===== src/rtl/busdma_pkg.sv =====
package busdma_pkg;
  typedef struct packed {
    logic       cmdWe;
    logic       statWe;
    logic [3:0] tblBe;
  } chStrobe_t;

  localparam int CMD_START = 0;
  localparam int CMD_TOMEM = 3;
  localparam int ST_ACT    = 0;
  localparam int ST_ERR    = 1;
  localparam int ST_INT    = 2;
  localparam int ST_CAP_LO = 5;
  localparam int ST_CAP_HI = 6;
  localparam int STAT_LANE = 2;
endpackage


===== src/rtl/busdma_ctrl.sv =====
module busdma_ctrl
  import busdma_pkg::*;
#(
  parameter int NCH = 2,
  localparam int CH_BITS = (NCH > 1) ? $clog2(NCH) : 1,
  localparam int AW = CH_BITS + 3
) (
  input  logic [AW-1:0]          hostAddr,
  input  logic                   hostWr,
  input  logic                   hostDword,
  input  logic [31:0]            hostWrData,
  input  logic [NCH-1:0][31:0]   chLow,
  input  logic [NCH-1:0][31:0]   chHigh,
  output chStrobe_t [NCH-1:0]    chStb,
  output logic [31:0]            laneData,
  output logic [31:0]            hostRdData
);
  logic [CH_BITS-1:0] chSel;
  logic               wordSel;
  logic [1:0]         byteSel;
  logic [31:0]        selWord;

  assign chSel   = hostAddr[AW-1:3];
  assign wordSel = hostAddr[2];
  assign byteSel = hostAddr[1:0];

  // byte writes place data[7:0] on every lane
  assign laneData = hostDword ? hostWrData : {4{hostWrData[7:0]}};

  for (genvar c = 0; c < NCH; c++) begin : g_dec
    logic hit;
    assign hit = hostWr && (chSel == CH_BITS'(c));
    assign chStb[c].cmdWe  = hit && !wordSel && (hostDword || byteSel == 2'd0);
    assign chStb[c].statWe = hit && !wordSel && (hostDword || byteSel == 2'd2);
    for (genvar k = 0; k < 4; k++) begin : g_be
      assign chStb[c].tblBe[k] = hit && wordSel && (hostDword || byteSel == 2'(k));
    end
  end

  always_comb begin
    selWord = '0;
    for (int c = 0; c < NCH; c++) begin
      if (chSel == CH_BITS'(c)) selWord = wordSel ? chHigh[c] : chLow[c];
    end
    if (hostDword) hostRdData = selWord;
    else           hostRdData = {24'h0, selWord[8*byteSel +: 8]};
  end
endmodule


===== src/rtl/busdma_chan.sv =====
module busdma_chan
  import busdma_pkg::*;
(
  input  logic        clk,
  input  logic        rstN,
  input  chStrobe_t   stb,
  input  logic [31:0] laneData,
  input  logic        engDone,
  input  logic        engError,
  input  logic        drvIrq,
  output logic [7:0]  cmdByte,
  output logic [7:0]  statByte,
  output logic [31:0] tblPtr,
  output logic        underrun
);
  logic       startQ, toMemQ, actQ, errQ, intQ, irqPrevQ, underrunQ;
  logic [1:0] capQ;
  logic [31:0] tblQ;
  logic [7:0] cmdLane, statLane;
  logic       startRise, stopNow, irqEdge;

  assign cmdLane   = laneData[7:0];
  assign statLane  = laneData[8*STAT_LANE +: 8];
  assign startRise = stb.cmdWe && cmdLane[CMD_START] && !startQ;
  assign stopNow   = stb.cmdWe && !cmdLane[CMD_START] && startQ;
  assign irqEdge   = drvIrq && !irqPrevQ && startQ;

  always_ff @(posedge clk) begin
    if (!rstN) begin
      startQ <= 1'b0; toMemQ <= 1'b0; actQ <= 1'b0; errQ <= 1'b0;
      intQ <= 1'b0; irqPrevQ <= 1'b0; underrunQ <= 1'b0;
      capQ <= '0; tblQ <= '0;
    end else begin
      irqPrevQ  <= drvIrq;
      underrunQ <= stopNow && actQ;
      if (stb.cmdWe) begin
        startQ <= cmdLane[CMD_START];
        toMemQ <= cmdLane[CMD_TOMEM];
      end
      if (startRise)               actQ <= 1'b1;
      else if (engDone || stopNow) actQ <= 1'b0;
      if (engError)                                errQ <= 1'b1;
      else if (stb.statWe && statLane[ST_ERR])     errQ <= 1'b0;
      if (irqEdge)                                 intQ <= 1'b1;
      else if (stb.statWe && statLane[ST_INT])     intQ <= 1'b0;
      if (stb.statWe) capQ <= statLane[ST_CAP_HI:ST_CAP_LO];
      for (int k = 0; k < 4; k++) begin
        if (stb.tblBe[k])
          tblQ[8*k +: 8] <= laneData[8*k +: 8] & ((k == 0) ? 8'hFC : 8'hFF);
      end
    end
  end

  assign cmdByte  = {4'h0, toMemQ, 2'b00, startQ};
  assign statByte = {1'b0, capQ, 2'b00, intQ, errQ, actQ};
  assign tblPtr   = tblQ;
  assign underrun = underrunQ;

  AST_INT_SOURCE: assert property (@(posedge clk) disable iff (!rstN)
    $rose(intQ) |-> ($past(drvIrq) && $past(startQ)));
  AST_ERR_SOURCE: assert property (@(posedge clk) disable iff (!rstN)
    $rose(errQ) |-> $past(engError));
  AST_ZERO_KEEPS_ERR: assert property (@(posedge clk) disable iff (!rstN)
    (stb.statWe && !statLane[ST_ERR] && errQ) |=> errQ);
  AST_ACT_WITH_START: assert property (@(posedge clk) disable iff (!rstN)
    $rose(actQ) |-> startQ);
  AST_UNDERRUN_CAUSE: assert property (@(posedge clk) disable iff (!rstN)
    underrunQ |-> ($past(actQ) && !startQ && !actQ));
  AST_UNDERRUN_NOT_ERR: assert property (@(posedge clk) disable iff (!rstN)
    (underrunQ && !$past(engError)) |-> !$rose(errQ));
endmodule


===== src/rtl/busdma_datapath.sv =====
module busdma_datapath
  import busdma_pkg::*;
#(
  parameter int NCH = 2
) (
  input  logic                 clk,
  input  logic                 rstN,
  input  chStrobe_t [NCH-1:0]  chStb,
  input  logic [31:0]          laneData,
  input  logic [NCH-1:0]       engDone,
  input  logic [NCH-1:0]       engError,
  input  logic [NCH-1:0]       drvIrq,
  output logic [NCH-1:0][31:0] chLow,
  output logic [NCH-1:0][31:0] chHigh,
  output logic [NCH-1:0]       dmaStart,
  output logic [NCH-1:0]       dmaToMem,
  output logic [NCH*32-1:0]    dmaTableBase,
  output logic [NCH-1:0]       dmaUnderrun
);
  for (genvar c = 0; c < NCH; c++) begin : g_ch
    logic [7:0]  cmdByte, statByte;
    logic [31:0] tblPtr;
    busdma_chan u_chan (
      .clk      (clk),
      .rstN     (rstN),
      .stb      (chStb[c]),
      .laneData (laneData),
      .engDone  (engDone[c]),
      .engError (engError[c]),
      .drvIrq   (drvIrq[c]),
      .cmdByte  (cmdByte),
      .statByte (statByte),
      .tblPtr   (tblPtr),
      .underrun (dmaUnderrun[c])
    );
    assign chLow[c]  = {8'h00, statByte, 8'h00, cmdByte};
    assign chHigh[c] = tblPtr;
    assign dmaStart[c] = cmdByte[CMD_START];
    assign dmaToMem[c] = cmdByte[CMD_TOMEM];
    assign dmaTableBase[32*c +: 32] = tblPtr;
  end
endmodule


===== src/rtl/busdma_regs.sv =====
module busdma_regs
  import busdma_pkg::*;
#(
  parameter int NCH = 2,
  localparam int CH_BITS = (NCH > 1) ? $clog2(NCH) : 1,
  localparam int AW = CH_BITS + 3
) (
  input  logic              clk,
  input  logic              rstN,
  input  logic [AW-1:0]     hostAddr,
  input  logic              hostWr,
  input  logic              hostDword,
  input  logic [31:0]       hostWrData,
  output logic [31:0]       hostRdData,
  input  logic [NCH-1:0]    engDone,
  input  logic [NCH-1:0]    engError,
  input  logic [NCH-1:0]    drvIrq,
  output logic [NCH-1:0]    dmaStart,
  output logic [NCH-1:0]    dmaToMem,
  output logic [NCH*32-1:0] dmaTableBase,
  output logic [NCH-1:0]    dmaUnderrun
);
  chStrobe_t [NCH-1:0]  chStb;
  logic [31:0]          laneData;
  logic [NCH-1:0][31:0] chLow, chHigh;

  busdma_ctrl #(.NCH(NCH)) u_ctrl (
    .hostAddr   (hostAddr),
    .hostWr     (hostWr),
    .hostDword  (hostDword),
    .hostWrData (hostWrData),
    .chLow      (chLow),
    .chHigh     (chHigh),
    .chStb      (chStb),
    .laneData   (laneData),
    .hostRdData (hostRdData)
  );

  busdma_datapath #(.NCH(NCH)) u_dp (
    .clk          (clk),
    .rstN         (rstN),
    .chStb        (chStb),
    .laneData     (laneData),
    .engDone      (engDone),
    .engError     (engError),
    .drvIrq       (drvIrq),
    .chLow        (chLow),
    .chHigh       (chHigh),
    .dmaStart     (dmaStart),
    .dmaToMem     (dmaToMem),
    .dmaTableBase (dmaTableBase),
    .dmaUnderrun  (dmaUnderrun)
  );
endmodule


===== config.mk =====
export PLATFORM = sky130hd
export DESIGN_NAME = busdma_regs
export DESIGN_NICKNAME = d
export VERILOG_FILES = /design/src/rtl/busdma_pkg.sv /design/src/rtl/busdma_ctrl.sv /design/src/rtl/busdma_chan.sv /design/src/rtl/busdma_datapath.sv /design/src/rtl/busdma_regs.sv
export SDC_FILE = /design/constraint.sdc
export NUM_CORES = 1
export LEC_CHECK = 0
export ABC_AREA = 1
export BUFFER_PORTS_ARGS = -buffer_cell sky130_fd_sc_hd__buf_2
export CAP_MARGIN = 20
export CORE_MARGIN = 4
export CORE_UTILIZATION = 35
export DETAILED_ROUTE_END_ITERATION = 8
export GPL_ROUTABILITY_DRIVEN = 0
export PLACE_DENSITY = 0.57
export SYNTH_ARGS = -nofsm -noshare
export SYNTH_HDL_FRONTEND = slang
export SYNTH_SLANG_ARGS = --single-unit

===== constraint.sdc =====
create_clock -name clk -period 1.5 [get_ports clk]
set_input_delay 0.3 -clock clk [delete_from_list [all_inputs] [get_ports clk]]
set_output_delay 0.3 -clock clk [all_outputs]
set_load 0.02 [all_outputs]

==> reports/metrics.cfg <==
[timing]
skew_ns=0.00435
finalWorstSetupSlack_ns=-0.166
min_period_over_period=1.11
holdWs_ns=0.141
rsz0062_at_grt=yes
finalHoldViolCount=0
min_period_ns=1.67
drv_slew=0
fmax_ghz=0.600
setup_viol=21

[cts]
cts_max_level=3
path_clk_slew_ns=0.06
clockBufferDepth=2
cts_inserted_buffers=9
cts.sinks=78
ctsRootBufferMaster=clkbuf_16
clock_latency_ns=0.35
cts_tree=done

[drt]
totalWireLength_um=17200
dr_total_vias=5151
firstDrtPassIters=5
drt_iter0_markers=326
ant_nets=0
drcViolationCount=0
post_drt_wl_per_cell_um=16.9
vias_per_cell=5.06

[cells_and_area]
syn2layout_area_growth_pct=63.2
design_area_mm2=0.00665
finalNonFillerCells=1018
drive_above_1_share=0.486
diodes=0
nets=916
fillers=1133

[placed_design]
place_worst_setup_slack_ns=-0.262
dpl_cell_area_mm2=0.00533
dp_cells=964
port_buffers=143
place_hpwl_um=12000

[run_status]
status=finished with violations
violations=setup timing

[floorplanning]
start_util=0.357
rows=39
die_area_mm2=0.0134
fp.coreArea_mm2=0.0114
design.portCount=148
die_x_um=116
die_height_um=116

[worst_setup_path]
startpoint_type=flop
cp.required_ns=1.20
rrSetupSlack_ns=0.63
cp.arrival_ns=1.37
path_max_fanout=2
path_class=flop to output pin
crit_path_end_kind=output pin

[yosys]
yosysWarnings=0
synth_cells=647
synth_seq_cells=78
syn_avg_cell_area_um2=6.29
yosysSeqAreaShare=0.384
yosys.cell_types.count=26
syn_area_mm2=0.00407

[global_route]
met2_usage=0.404
globalRouteMet3Util=0.0454
grt_use_met1=0.330
grt_overflow=0
grt_max_degree=47
busiest_layer=met2
grt_first_pass_wirelength_um=25800
antenna_found_initial=0
grt_util_all_layers=0.250
grt_pass1_vias=4989

[job]
drv_cap=0

[pwr]
leakage_nw=3.37
peakVddDrop_mv=0.568
p_per_area_mw_per_mm2=891

[worst_hold_path]
hp-class=input pin to flop

[critical path, cell delays in order, from the launching register on]
cell	delay, ns
dfxtp_2	0.32
or2_4	0.22
nand4_1	0.09
nand3_1	0.09
nand2_1	0.08
nand2_1	0.07
buf_6	0.14
[per-stage QoR]
step	util	TNS [ns]	total power, mW
after floorplan	-	-0.0111	2.81
after global placement	0.467	-5.64	3.23
after detailed placement	0.467	-5.78	3.24
after CTS	0.555	-1.45	5.84
after global routing	0.582	-2.71	6.13
final	0.582	-1.69	5.92
[cell families (layout without fill, tap and decap cells)]
family / Yosys count / after routing / share of synthesized area
buffers and inverters: 78 / 303 / 0.0922
AOI/OAI and AO/OA: 117 / 117 / 0.150
DFF: 78 / 78 / 0.384
other: 1 / 4 / 0.000921
and+or+nand+nor: 373 / 373 / 0.373
[power by group]
part           internal (mW)  switching, mW
logic                  0.490          0.718
registers               2.17         0.0650
clock network           1.59          0.888
total                   4.25           1.67
[per-layer routing]
layer / share of wire / vias up
li1: - / 2510
met5: 0 / -
met2: 0.46 / 230
met1: 0.43 / 2379
met3: 0.076 / 32
met4: 0.028 / 0
[sequential cells by signal, indices dropped and copies added (netlist names)]
name                       flops
u_dp.g_ch.u_chan.actQ          2
u_dp.g_ch.u_chan.capQ          4
u_dp.g_ch.u_chan.errQ          2
u_dp.g_ch.u_chan.intQ          2
u_dp.g_ch.u_chan.irqPrevQ      2
u_dp.g_ch.u_chan.startQ        2
u_dp.g_ch.u_chan.tblPtr       60
u_dp.g_ch.u_chan.toMemQ        2
u_dp.g_ch.u_chan.underrun      2
[path summary, 6_finish.rpt]
path	from	endpoint	depth (start not counted)
worst max-delay path	u_dp.g_ch[0].u_chan.tblPtr[31]$_SDFFE_PN0P_	hostRdData[7]	6
worst min-delay path	drvIrq[0]	u_dp.g_ch[0].u_chan.irqPrevQ$_SDFF_PN0_	3
worst max register to register	u_dp.g_ch[1].u_chan.startQ$_SDFFE_PN0N_	u_dp.g_ch[1].u_chan.actQ$_SDFFE_PN0P_	5
worst min register to register	u_dp.g_ch[1].u_chan.tblPtr[2]$_SDFFE_PN0P_	u_dp.g_ch[1].u_chan.tblPtr[2]$_SDFFE_PN0P_	2
[synth_stat cells]
cell type | instances | share of area
dfxtp_1 | 78 | 0.38
inv_1 | 29 | 0.027
nand2_1 | 178 | 0.16
o21ai_1 | 2 | 0.0025
nor2_1 | 131 | 0.12
buf_4 | 18 | 0.033
nor2_4 | 3 | 0.0083
nand3_1 | 52 | 0.064
nand4_1 | 2 | 0.0031
o211ai_1 | 2 | 0.0037
a21oi_2 | 1 | 0.0022
nand3_2 | 1 | 0.0025
nor2_2 | 1 | 0.0015
nor3_1 | 1 | 0.0012
or2_2 | 2 | 0.0031
clkbuf_1 | 8 | 0.0074
o21ai_0 | 70 | 0.086
o2111ai_1 | 1 | 0.0022
nor3_2 | 2 | 0.0049
o21ai_2 | 2 | 0.0043
conb_1 | 1 | 0.00092
buf_2 | 12 | 0.015
a211oi_1 | 1 | 0.0018
a21oi_1 | 36 | 0.044
o22ai_1 | 2 | 0.0031
inv_2 | 11 | 0.010
[repair_timing]
item	4_1_cts	5_1_grt
cloned	3	2
gates resized for setup	145	68
setup buffers	27	6
pin swaps	23	27
endpoints found under the setup margin	30	31
hold buffers	0	0
[layout make-up]
class | count | area [um^2] | area share
clock buffers | 13 | 270 | 0.0407
clock inverters | 3 | 65.1 | 0.00979
inverters | 40 | 160 | 0.0241
multi-input cells | 494 | 2500 | 0.377
flip-flops and latches | 78 | 1640 | 0.247
well taps | 143 | 179 | 0.0269
repair buffers | 247 | 1830 | 0.275
[placed cells by master (no fill, tap or decap), drive strengths merged]
master	n
bufinv	2
nor3	3
o2111ai	1
inv	40
clkinv	1
or2	2
nand2	178
conb	4
dfxtp	78
o21ai	74
o211ai	2
nor2	135
bufbuf	1
a211oi	1
a21oi	37
o22ai	2
nand4	2
buf	244
clkbuf	15
nand3	53
No activity file was read; power rests on OpenSTA's default activity.
